<file path="config.mk">
export PLATFORM = sky130hd
export DESIGN_NAME = trim_prog_ctrl
export DESIGN_NICKNAME = d
export VERILOG_FILES = /design/src/rtl/trim_prog_pkg.sv /design/src/rtl/sat_counter.sv /design/src/rtl/onehot_index.sv /design/src/rtl/trim_overlay.sv /design/src/rtl/trim_prog_ctrl.sv
export SDC_FILE = /design/constraint.sdc
export NUM_CORES = 1
export LEC_CHECK = 0
export BUFFER_PORTS_ARGS = -buffer_cell sky130_fd_sc_hd__clkbuf_2
export CAP_MARGIN = 5
export CORE_ASPECT_RATIO = 0.75
export CORE_MARGIN = 1.5
export CORE_UTILIZATION = 40
export CTS_CLUSTER_DIAMETER = 30
export DETAILED_ROUTE_END_ITERATION = 10
export GPL_ROUTABILITY_DRIVEN = 1
export PLACE_DENSITY = 0.7
export SYNTH_ARGS = -nofsm -noshare
export SYNTH_HDL_FRONTEND = slang
export SYNTH_SLANG_ARGS = --single-unit
</file>
<file path="constraint.sdc">
create_clock -name clk_i -period 2.1 [get_ports clk_i]
set_input_delay 0.21 -clock clk_i [delete_from_list [all_inputs] [get_ports clk_i]]
set_output_delay 0.21 -clock clk_i [all_outputs]
set_load 0.05 [all_outputs]
</file>
<file path="src/rtl/trim_prog_pkg.sv">
package trim_prog_pkg;
  typedef enum logic [2:0] {
    PH_INIT = 3'd0,
    PH_SEL  = 3'd1,
    PH_ADDR = 3'd2,
    PH_ARM  = 3'd3,
    PH_REQ  = 3'd4,
    PH_DONE = 3'd5
  } phase_e;

  typedef enum logic {
    TGT_SENS = 1'b0,
    TGT_AUX  = 1'b1
  } tgt_e;
endpackage

</file>
<file path="src/rtl/sat_counter.sv">
module sat_counter #(
  parameter int W = 6
) (
  input  logic         clk_i,
  input  logic         rst_ni,
  input  logic         clr_i,
  input  logic         inc_i,
  output logic [W-1:0] cnt_o
);
  localparam logic [W-1:0] MaxVal = {W{1'b1}};

  logic [W-1:0] cnt_q;

  always_ff @(posedge clk_i or negedge rst_ni) begin
    if (!rst_ni)                    cnt_q <= '0;
    else if (clr_i)                 cnt_q <= '0;
    else if (inc_i && cnt_q != MaxVal) cnt_q <= cnt_q + 1'b1;
  end

  assign cnt_o = cnt_q;
endmodule

</file>
<file path="src/rtl/onehot_index.sv">
module onehot_index #(
  parameter int W  = 6,
  parameter int IW = (W > 1) ? $clog2(W) : 1
) (
  input  logic [W-1:0]  vec_i,
  output logic [IW-1:0] idx_o,
  output logic          single_o
);
  always_comb begin
    idx_o = '0;
    for (int i = 0; i < W; i++) begin
      if (vec_i[i]) idx_o = IW'(i);
    end
  end

  assign single_o = (vec_i != '0) && ((vec_i & (vec_i - 1'b1)) == '0);
endmodule

</file>
<file path="src/rtl/trim_overlay.sv">
module trim_overlay #(
  parameter int W = 6
) (
  input  logic [W-1:0] fuse_i,
  input  logic [W-1:0] try_i,
  input  logic         apply_i,
  output logic [W-1:0] eff_o
);
  assign eff_o = fuse_i | (apply_i ? try_i : '0);
endmodule

</file>
<file path="src/rtl/trim_prog_ctrl.sv">
module trim_prog_ctrl
  import trim_prog_pkg::*;
#(
  parameter int FIELD_W = 6,
  parameter int KEY_W   = 3,
  localparam int IDX_W  = $clog2(FIELD_W)
) (
  input  logic               clk_i,
  input  logic               rst_ni,
  input  logic               mid_i,
  input  logic               high_i,
  input  logic               blow_i,
  input  logic [FIELD_W-1:0] fuse_sens_i,
  input  logic [FIELD_W-1:0] fuse_aux_i,
  input  logic               blow_ack_i,
  output logic               blow_req_o,
  output logic               blow_reg_o,
  output logic [IDX_W-1:0]   blow_bit_o,
  output logic [FIELD_W-1:0] sens_trim_o,
  output logic [FIELD_W-2:0] qout_trim_o,
  output logic               lock_o,
  output logic               blow_err_o,
  output logic [2:0]         phase_o
);
  localparam logic [KEY_W-1:0] KeySens = KEY_W'(1);
  localparam logic [KEY_W-1:0] KeyAux  = KEY_W'(2);

  phase_e phase_q, phase_d;
  tgt_e   tgt_q, tgt_d;
  logic   has_try_q, has_try_d;
  logic   err_q, err_d;
  logic   key_clr, key_inc, code_clr, code_inc;
  logic   locked, single;
  logic [KEY_W-1:0]   key;
  logic [FIELD_W-1:0] code;

  assign locked = fuse_aux_i[FIELD_W-1];

  sat_counter #(.W(KEY_W)) u_key_cnt (
    .clk_i (clk_i), .rst_ni(rst_ni), .clr_i(key_clr), .inc_i(key_inc), .cnt_o(key)
  );

  sat_counter #(.W(FIELD_W)) u_code_cnt (
    .clk_i (clk_i), .rst_ni(rst_ni), .clr_i(code_clr), .inc_i(code_inc), .cnt_o(code)
  );

  onehot_index #(.W(FIELD_W), .IW(IDX_W)) u_bit_idx (
    .vec_i(code), .idx_o(blow_bit_o), .single_o(single)
  );

  always_comb begin
    phase_d   = phase_q;
    tgt_d     = tgt_q;
    has_try_d = has_try_q;
    err_d     = err_q;
    key_clr   = 1'b0;
    key_inc   = 1'b0;
    code_clr  = 1'b0;
    code_inc  = 1'b0;
    unique case (phase_q)
      PH_INIT: if (!locked && high_i) begin
        phase_d = PH_SEL;
        key_clr = 1'b1;
      end
      PH_SEL: if (!locked) begin
        if (high_i) begin
          if (key == KeySens || key == KeyAux) begin
            phase_d   = PH_ADDR;
            tgt_d     = (key == KeySens) ? TGT_SENS : TGT_AUX;
            has_try_d = 1'b1;
            code_clr  = 1'b1;
          end else begin
            phase_d = PH_INIT;
          end
        end else if (mid_i) begin
          key_inc = 1'b1;
        end
      end
      PH_ADDR: if (!locked) begin
        if (high_i)     phase_d  = PH_ARM;
        else if (mid_i) code_inc = 1'b1;
      end
      PH_ARM: if (!locked && blow_i) begin
        if (single) begin
          phase_d = PH_REQ;
        end else begin
          err_d   = 1'b1;
          phase_d = PH_DONE;
        end
      end
      PH_REQ: if (blow_ack_i) phase_d = PH_DONE;
      default: ;
    endcase
  end

  always_ff @(posedge clk_i or negedge rst_ni) begin
    if (!rst_ni) begin
      phase_q   <= PH_INIT;
      tgt_q     <= TGT_SENS;
      has_try_q <= 1'b0;
      err_q     <= 1'b0;
    end else begin
      phase_q   <= phase_d;
      tgt_q     <= tgt_d;
      has_try_q <= has_try_d;
      err_q     <= err_d;
    end
  end

  trim_overlay #(.W(FIELD_W)) u_sens_ovl (
    .fuse_i (fuse_sens_i),
    .try_i  (code),
    .apply_i(has_try_q && tgt_q == TGT_SENS),
    .eff_o  (sens_trim_o)
  );

  trim_overlay #(.W(FIELD_W-1)) u_qout_ovl (
    .fuse_i (fuse_aux_i[FIELD_W-2:0]),
    .try_i  (code[FIELD_W-2:0]),
    .apply_i(has_try_q && tgt_q == TGT_AUX),
    .eff_o  (qout_trim_o)
  );

  assign blow_req_o = (phase_q == PH_REQ);
  assign blow_reg_o = tgt_q;
  assign lock_o     = locked;
  assign blow_err_o = err_q;
  assign phase_o    = phase_q;
endmodule

</file>
==> After elaboration in Yosys (flattened, before gate mapping) <==
Cells that the tools add are included.
{ "word_totals": {"regBits": 15, "latchBits": 0, "ramBits": 0, "mem_bits_ro": 0, "wordCells": 81, "n_memories": 0} }
{ "classes": {"addsub": 3, "mul": 0, "div": 0, "order_cmp": 0, "n_eq_ne": 15, "n_shift": 0, "muxes": 33, "n_bitwise": 6, "n_reduce_logical": 18} }
{ "op_table": {"columns": ["op", "n"], "rows": [
  ["2-to-1 mux 3 bit", 11],
  ["2-to-1 mux 6 bit", 3],
  ["one-hot mux 3 bit (5 select lines)", 1],
  ["2-to-1 mux 1 bit", 14],
  ["!= test 2 bit (second input constant)", 7],
  ["equality test 3 x 2 -> 1 bit (second input constant)", 3],
  ["AND reduction 8 bit", 1],
  ["logical AND 1 bit", 7],
  ["adder 6 x 1 -> 6 bit (second input constant)", 1],
  ["AND 6 bit", 1],
  ["equality test 3 x 1 -> 1 bit (second input constant)", 2],
  ["logical NOT 6 bit", 1],
  ["2-to-1 mux 2 bit", 3],
  ["!= test 6 bit (second input constant)", 1],
  ["OR 6 bit", 1],
  ["nonzero test 6 bit", 1],
  ["subtractor 6 x 1 -> 6 bit (second input constant)", 1],
  ["2-to-1 mux 5 bit", 1],
  ["OR 5 bit", 1],
  ["nonzero test 5 bit", 1],
  ["AND reduction 4 bit", 1],
  ["nonzero test 2 bit", 2],
  ["adder 3 x 1 -> 3 bit (second input constant)", 1],
  ["equality test 3 bit (second input constant)", 1],
  ["6 further kinds", 8]
]} }

==> Longest topological paths before layout <==
Gate-level depths: netlist of the first run.
{ "depth": {"depth_word": 7, "ltp_mapped": 6, "depth_no_buf": 6} }

==> Hierarchy <==
From an unflattened synthesis of the first run, not the netlist that was laid out.
{ "unflattened": {"cells_unflattened": 116, "area_unflattened_um2": 1091.0} }
{ "by_module_without_submodules": {"columns": ["mod", "instances", "cells_each", "area_each_um2"], "rows": [
  ["trim_prog_ctrl", 1, 38, 382.9],
  ["sat_counter (u_code_cnt)", 1, 35, 345.3],
  ["sat_counter (u_key_cnt)", 1, 15, 183.9],
  ["onehot_index", 1, 17, 96.3],
  ["trim_overlay (u_sens_ovl)", 1, 6, 45.0],
  ["trim_overlay (u_qout_ovl)", 1, 5, 37.5]
]} }

==> Worst setup path after synthesis of the first run <==
Ideal clock, no wire load.
{ "synth_path": {"path_type": "reg2reg", "from": "register phase_q[0], in the netlist phase_o[0]", "to": "register u_code_cnt.cnt_q[4], in the netlist u_code_cnt.cnt_o[4]", "arrival_time_ns": 2.128, "t_required_ns": 1.973, "slack_ns": -0.155, "path_stages_with_launch": 6, "period_less_slack_ns": 2.255, "path_cell_list": "dfrtp_1 -> buf_2 -> or4b_4 -> nor4_2 -> or4_1 -> o21ai_0"} }
{ "synth_via": {"elab_chain_len": 4, "word_cells_on_any_way": 7} }
{ "synth_lines": {"columns": ["item", "line", "rtl"], "rows": [
  ["from (decl)", "trim_prog_ctrl.sv:28", "phase_e phase_q, phase_d;"],
  ["from (signal assigned)", "trim_prog_ctrl.sv:103", "phase_q <= phase_d;"],
  ["equality test 3 x 2 -> 1 bit", "trim_prog_ctrl.sv:60", "unique case (phase_q)"],
  ["2-to-1 mux 1 bit", "trim_prog_ctrl.sv:60", null],
  ["logical AND 1 bit", "sat_counter.sv:17", "else if (inc_i && cnt_q != MaxVal) cnt_q <= cnt_q + 1'b1;"],
  ["nonzero test 2 bit (no source line)", null, null],
  ["to (signal assigned)", "sat_counter.sv:17", null],
  ["to (decl)", "sat_counter.sv:12", "logic [W-1:0] cnt_q;"]
]} }
Several ways; a longest one is shown, not always the timed one.
A chain may end at the register's enable or synchronous reset.

==> Final worst setup path of the first run <==
{ "layout_path": {"from": "register phase_q[1], in the netlist phase_o[1]", "to": "register u_key_cnt.cnt_q[1], in the netlist u_key_cnt.cnt_o[1]"} }
{ "layout_via": {"elab_chain_len": 4, "word_cells_on_any_way": 7} }
{ "layout_lines": {"columns": ["item", "line"], "rows": [
  ["equality test 3 x 1 -> 1 bit", "trim_prog_ctrl.sv:60"],
  ["2-to-1 mux 1 bit", "trim_prog_ctrl.sv:60"],
  ["logical AND 1 bit", "sat_counter.sv:17"],
  ["nonzero test 2 bit (no source line)", null],
  ["to (signal assigned)", "sat_counter.sv:17"],
  ["to (decl)", "sat_counter.sv:12"]
]} }
Several ways; a longest one is shown, not always the timed one.

==> results.py, run 1 <==
metrics = {
    "power": {
        "combPwrFrac": 0.531,
        "seq_power_share": 0.351,
        "clkPwrFrac": 0.118,
        "sw_frac_of_total": 0.511,
        "internal-power_mw": 0.720,
        "power_mw": 1.47,
        "vdd_drop_max_mv": 0.614,
        "power_density_nw_per_um2": 1100,
        "p_switching_mw": 0.751,
        "total_leakage_power_nw": 0.669,
    },
    "synth": {
        "async_flop_share": 1.00,
        "synth_cell_types": 35,
        "syn_nets": 143,
        "synth_ff_type": "dfrtp_1",
        "synth_xor_area_frac": 0.0166,
        "yosysWarnings": 0,
        "yosysTopAreaCell": "dfrtp_1",
        "synth-seq-area-share": 0.356,
        "synthAdderAreaFrac": 0.0713,
        "synth-seq-cells": 15,
        "synthCells": 119,
        "synthMuxAreaShare": 0.0380,
        "synth_edf_count": 0,
        "synth_compound_area_frac": 0.222,
        "synth_area_leaders": "dfrtp_1, ha_1, a21o_1",
        "synthesis.area_um2": 1050,
        "synth_top_family_by_area": "simple AND/OR/NAND/NOR gates",
        "avgSynthCellArea_um2": 8.85,
        "yosysTopAreaCellShare": 0.356,
        "synth-simple-area-share": 0.223,
    },
    "sta": {
        "drv_slew": 0,
        "worstMarginPinSlew_ns": 0.451,
        "skew_ns": 0.00540,
        "fmax_mhz": 517,
        "timing.final.ws_setup_ns": 0.165,
        "relSlewSlack": 0.699,
        "hold_viol": 0,
        "finalCritPeriodShare": 0.921,
        "setup_tns_ns": 0,
        "setup_viol": 0,
        "period_needed_ns": 1.94,
        "rsz0062_at_grt": "no",
    },
    "detailed_routing": {
        "drcViolationCount": 0,
        "first_pass_iters": 4,
        "wl_um": 2510,
        "avgRoutedWirePerCell_um": 13.0,
        "drt_iter0_drc": 24,
        "detail-route-antenna-nets": 0,
        "num_vias": 1016,
        "vias_per_cell": 5.26,
    },
    "grt": {
        "grt_usage": 0.172,
        "grt_pass1_vias": 852,
        "grt_max_degree": 16,
        "antenna_found_initial": 0,
        "overflow": 0,
        "grt_pass1_wl_um": 3920,
    },
    "finish": {
        "final_nets": 184,
        "fillers": 225,
        "diodes": 0,
        "final_layout_size_suffix_gt1_frac": 0.371,
        "areaGrowthSynthToFinish_pct": 26.6,
        "fin_util": 0.555,
        "finish.instance_area_um2": 1330,
    },
    "die": {
        "die_y_um": 47.4,
        "num_rows": 15,
        "die_x_um": 62.3,
        "core-area_um2": 2400,
        "die_area_um2": 2950,
        "ios": 39,
        "start_util": 0.439,
    },
    "placed_design": {
        "post-place-ws_ns": 0.174,
        "portBuffers": 38,
        "dp_hpwl_um": 1910,
        "routabilityCongestion": 0.756,
        "placed_area_um2": 1300,
    },
    "outcome": {
        "status": "finished, final reports clean",
    },
    "setup_path": {
        "end_kind": "flip-flop",
        "worst-setup-path-type": "flip-flop to flip-flop",
        "cp_max_fo": 5,
        "critPathLaunchType": "flip-flop",
        "cp.required_ns": 2.33,
        "cp_data_arrival_time_ns": 2.16,
    },
    "cts": {
        "clk_pin_slew_ns": 0.09,
        "cts_buffer_depth": 2,
        "clock_sinks": 15,
        "insertion_delay_ns": 0.29,
        "cts_tree": "built",
        "cts-root-buf": "clkbuf_4",
        "cts_buffers": 3,
        "htreeDepth": 1,
        "post_cts_resized": 0,
    },
    "job": {
        "cap_violations": 0,
    },
    "min_path": {
        "hp-class": "primary input to flip-flop",
    },
}
==> state kept, by name, indices dropped and copies added, names as in the netlist <==
| register | cells |
|---|---|
| blow_err_o | 1 |
| blow_reg_o | 1 |
| has_try_q | 1 |
| phase_o | 3 |
| u_code_cnt.cnt_o | 6 |
| u_key_cnt.cnt_o | 3 |
==> final timing paths <==
path	startpoint	end	slack, ns	depth (start not counted)
worst max-delay path	phase_o[1]$_DFFE_PN0P_	u_key_cnt.cnt_o[1]$_DFFE_PN0P_	0.16	4
worst min-delay path	fuse_aux_i[5]	phase_o[1]$_DFFE_PN0P_	0.22	3
worst max register to register	phase_o[1]$_DFFE_PN0P_	u_key_cnt.cnt_o[1]$_DFFE_PN0P_	0.16	4
worst min register to register	blow_err_o$_DFFE_PN0P_	blow_err_o$_DFFE_PN0P_	0.49	1
max in group asynchronous	rst_ni	phase_o[0]$_DFFE_PN0P_	1.44	2
min in group asynchronous	rst_ni	phase_o[2]$_DFFE_PN0P_	0.36	2
==> layout make-up <==
type                       instances  area [um2]  area share
timing repair buffer              44         238       0.178
multi-input combinational         87         616       0.462
tap                               34        42.5      0.0319
clock buffer                       4        26.3      0.0197
sequential                        15         378       0.283
inverter                           9        33.8      0.0253
==> cell usage after synthesis, drive strengths merged (2+ instances only) <==
master and number:
a21o 6, a21oi 6, a31o 5, buf 3, clkbuf 5, dfrtp 15
ha 6, inv 9, mux2i 4, nand2 8, nand2b 2, nand3 4
nor2 10, nor2b 2, nor3b 3, o21ai 7, o21bai 2, o31ai 2
or2 3, or3 2, or4 2, or4b 2, xnor2 2
==> power groups by stage <==
stage          registers, mW  logic, mW  clock network [mW]
3_5_place_dp           0.520      0.783                   0
3_3_place_gp           0.513      0.767                   0
2_1_floorplan          0.623      0.483                   0
4_1_cts                0.514      0.789               0.179
6_report               0.517      0.780               0.173
5_1_grt                0.533      0.850               0.188
==> through the flow <==
| step | instances | hold WS, ns |
|---|---|---|
| floorplan | 119 | -0.0856 |
| global placement | 188 | 0.147 |
| detailed placement | 188 | 0.157 |
| CTS | 193 | 0.217 |
| global route | 193 | 0.233 |
| finish | 193 | 0.223 |
==> cell usage in the layout, fill, tap and decap left out, drive strengths merged, types with 2 or more instances in the layout <==
master / synthesis / routed
nor2b: 2 / 2
mux2i: 4 / 4
xnor2: 2 / 2
dfrtp: 15 / 15
a21o: 6 / 6
nor2: 10 / 10
ha: 6 / 6
or4: 2 / 2
o31ai: 2 / 2
or3: 2 / 2
o21bai: 2 / 2
nor3b: 3 / 3
nand2: 8 / 8
a31o: 5 / 5
clkbuf: 5 / 42
inv: 9 / 9
nand2b: 2 / 2
or4b: 2 / 2
nand3: 4 / 4
buf: 3 / 5
or2: 3 / 3
o21ai: 7 / 7
a21oi: 6 / 6
==> per-layer routing <==
layer | global-route usage | up-vias | part of all wire
met5 | 0 | - | 0
met4 | 0.0267 | 0 | 0
met3 | 0.0494 | 0 | 0.028
met2 | 0.298 | 7 | 0.48
met1 | 0.227 | 507 | 0.49
li1 | - | 502 | -
==> critical path: stages (launching register included) <==
cell and delay [ns]:
dfrtp_2 0.45, or4b_4 0.57, or4b_4 0.53, or2_0 0.21
a21oi_1 0.11
==> logic make-up after synthesis <==
| kind of cell | after synthesis |
|---|---|
| and+or+nand+nor | 41 |
| AOI/OAI and AO/OA | 34 |
| buffers and inverters | 17 |
| DFF | 15 |
| adders and majority gates | 6 |
| muxes | 4 |
| xor gates and xnor gates | 2 |
==> repair_timing <==
item	4_1_cts	5_1_grt
setup buffers	0	0
hold buffers	1	0
endpoints found under the hold margin	15	0
(Power assumes the default switching activity.)
==> run 2, diff against run 1 <==
--- a/config.mk
+++ b/config.mk
@@ -14,6 +14,8 @@
 export DETAILED_ROUTE_END_ITERATION = 10
 export GPL_ROUTABILITY_DRIVEN = 1
 export PLACE_DENSITY = 0.7
+export RECOVER_POWER = 50
 export SYNTH_ARGS = -nofsm -noshare
 export SYNTH_HDL_FRONTEND = slang
 export SYNTH_SLANG_ARGS = --single-unit
+export TNS_END_PERCENT = 5
==> results.py, run 2 (same netlist as run 1, synthesis figures left out) <==
metrics = {
    "placed_design": {
        "portBuffers": 38,
        "dp_hpwl_um": 1890,
        "placed_cells": 190,
        "routabilityCongestion": 0.762,
    },
    "grt": {
        "grt_use_met3": 0.0565,
        "grtUsageMet1": 0.237,
        "grt_max_degree": 16,
        "grt_usage": 0.172,
        "busiest_layer": "met2",
        "grt_pass1_vias": 854,
        "antenna_found_initial": 0,
        "overflow": 0,
        "grt_pass1_wl_um": 3870,
        "grtUsageMet2": 0.270,
    },
    "setup_path": {
        "worst-setup-path-type": "flip-flop to flip-flop",
        "critical_path.max_stage_delay_ns": 0.56,
        "critical_path.slowest_cell": "or4b_4",
        "cp_max_fo": 4,
        "cp_num_buf_inv": 0,
        "crit_path_frequent_cell": "or4b_4",
        "path_delay_family": "simple AND/OR/NAND/NOR gates",
        "crit_chain": "or4b_4 > or4b_4 > or2_0 > a21oi_1",
        "critPathLaunchType": "flip-flop",
        "end_kind": "flip-flop",
        "cp_data_arrival_time_ns": 2.14,
        "cp.required_ns": 2.33,
    },
    "detailed_routing": {
        "vias_per_cell": 5.19,
        "first_pass_iters": 4,
        "detail-route-antenna-nets": 0,
        "wl_um": 2440,
        "num_vias": 1012,
        "avgRoutedWirePerCell_um": 12.5,
        "drcViolationCount": 0,
        "drt_iter0_drc": 43,
    },
    "finish": {
        "largest_reg_flops": 6,
        "final_nets": 186,
        "diodes": 0,
        "areaGrowthSynthToFinish_pct": 26.6,
        "layout_common_cells": "clkbuf_2, dfrtp_1, clkbuf_1",
        "final_layout_size_suffix_gt1_frac": 0.317,
        "layout_commonest_cell": "clkbuf_2",
        "stdcell_count": 195,
        "fin_util": 0.555,
    },
    "sta": {
        "period_needed_ns": 1.91,
        "finalCritPeriodShare": 0.910,
        "drv_slew": 0,
        "fmax_mhz": 523,
        "hold_viol": 0,
        "rsz0062_at_grt": "no",
        "setup_viol": 0,
        "skew_ns": 0.00987,
        "relSlewSlack": 0.461,
        "worstMarginPinSlew_ns": 0.808,
        "fin_hold_ws_ns": 0.228,
    },
    "cts": {
        "cts_buffer_depth": 2,
        "cts_buffers": 3,
        "htreeDepth": 1,
        "insertion_delay_ns": 0.29,
        "clk_pin_slew_ns": 0.10,
        "cts_tree": "built",
        "clock_sinks": 15,
        "post_cts_resized": 0,
        "cts-root-buf": "clkbuf_4",
    },
    "die": {
        "num_rows": 15,
        "start_util": 0.439,
        "die_x_um": 62.3,
        "die_area_um2": 2950,
        "ios": 39,
        "core-area_um2": 2400,
        "die_y_um": 47.4,
    },
    "min_path": {
        "hp-class": "primary input to flip-flop",
    },
    "job": {
        "cap_violations": 0,
    },
    "power": {
        "sw_frac_of_total": 0.514,
        "vdd_drop_max_mv": 0.552,
        "total_leakage_power_nw": 0.650,
        "p_switching_mw": 0.744,
        "internal-power_mw": 0.704,
        "seq_power_share": 0.338,
        "combPwrFrac": 0.544,
        "power_density_nw_per_um2": 1090,
        "clkPwrFrac": 0.118,
        "power_mw": 1.45,
    },
    "outcome": {
        "status": "finished, final reports clean",
    },
}
## run 2: cell count changes in the layout (fill, tap and decap cells not counted)
cell | previous run | this run
clkbuf_1 | 1 | 11
clkinv_2 | 0 | 1
clkbuf_2 | 38 | 28
buf_4 | 5 | 6
## run 2: repair_timing
item                      in CTS  in global routing
hold buffers                   1                  0
buffers inserted               0                  0
hold endpoints to repair      15                  0
## run 2: area by class of cell
cell class | instances | area [um2]
multi-input cells | 87 | 616
fillers | 250 | 1070
flip-flops and latches | 15 | 378
inverters | 9 | 33.8
well taps | 34 | 42.5
repair buffers | 46 | 236
clock buffers | 3 | 22.5
clock inverters | 1 | 5.00
## run 2: metrics by stage
step	instance area, um2	setup WS (ns)	TNS [ns]
5_1_grt	1330	0.138	0
2_1_floorplan	1070	-0.0330	-0.0330
3_5_place_dp	1310	0.200	0
4_1_cts	1350	0.176	0
3_3_place_gp	1310	0.240	0
6_report	1330	0.189	0
## run 2: layer usage
layer	vias to the layer above	wire length, um
met2	15	1120
met3	0	89
met1	489	1230
met5	-	0
li1	508	-
met4	0	0
## run 2: path summary, 6_finish.rpt
| check | start | to | slack (ns) | depth (start not counted) |
|---|---|---|---|---|
| worst max-delay path | phase_o[1]$_DFFE_PN0P_ | u_key_cnt.cnt_o[1]$_DFFE_PN0P_ | 0.19 | 4 |
| worst min-delay path | blow_i | blow_err_o$_DFFE_PN0P_ | 0.23 | 3 |
| worst max register to register | phase_o[1]$_DFFE_PN0P_ | u_key_cnt.cnt_o[1]$_DFFE_PN0P_ | 0.19 | 4 |
| worst min register to register | blow_err_o$_DFFE_PN0P_ | blow_err_o$_DFFE_PN0P_ | 0.48 | 1 |
| max in group asynchronous | rst_ni | phase_o[0]$_DFFE_PN0P_ | 1.03 | 2 |
| min in group asynchronous | rst_ni | has_try_q$_DFFE_PN0P_ | 0.51 | 2 |
## run 2: power by group through the flow
stage                     Combinational (mW)  Sequential, mW  Clock [mW]
after floorplan                        0.478           0.623           0
final                                  0.787           0.489       0.171
after global routing                   0.863           0.504       0.190
after detailed placement               0.812           0.497           0
after CTS                              0.817           0.491       0.179
after global placement                 0.799           0.492           0
## run 2: worst register-to-register path, cell delays in order (launching register included)
cell	delay, ns
dfrtp_2	0.42
or4b_4	0.56
or4b_4	0.53
or2_0	0.22
a21oi_1	0.12
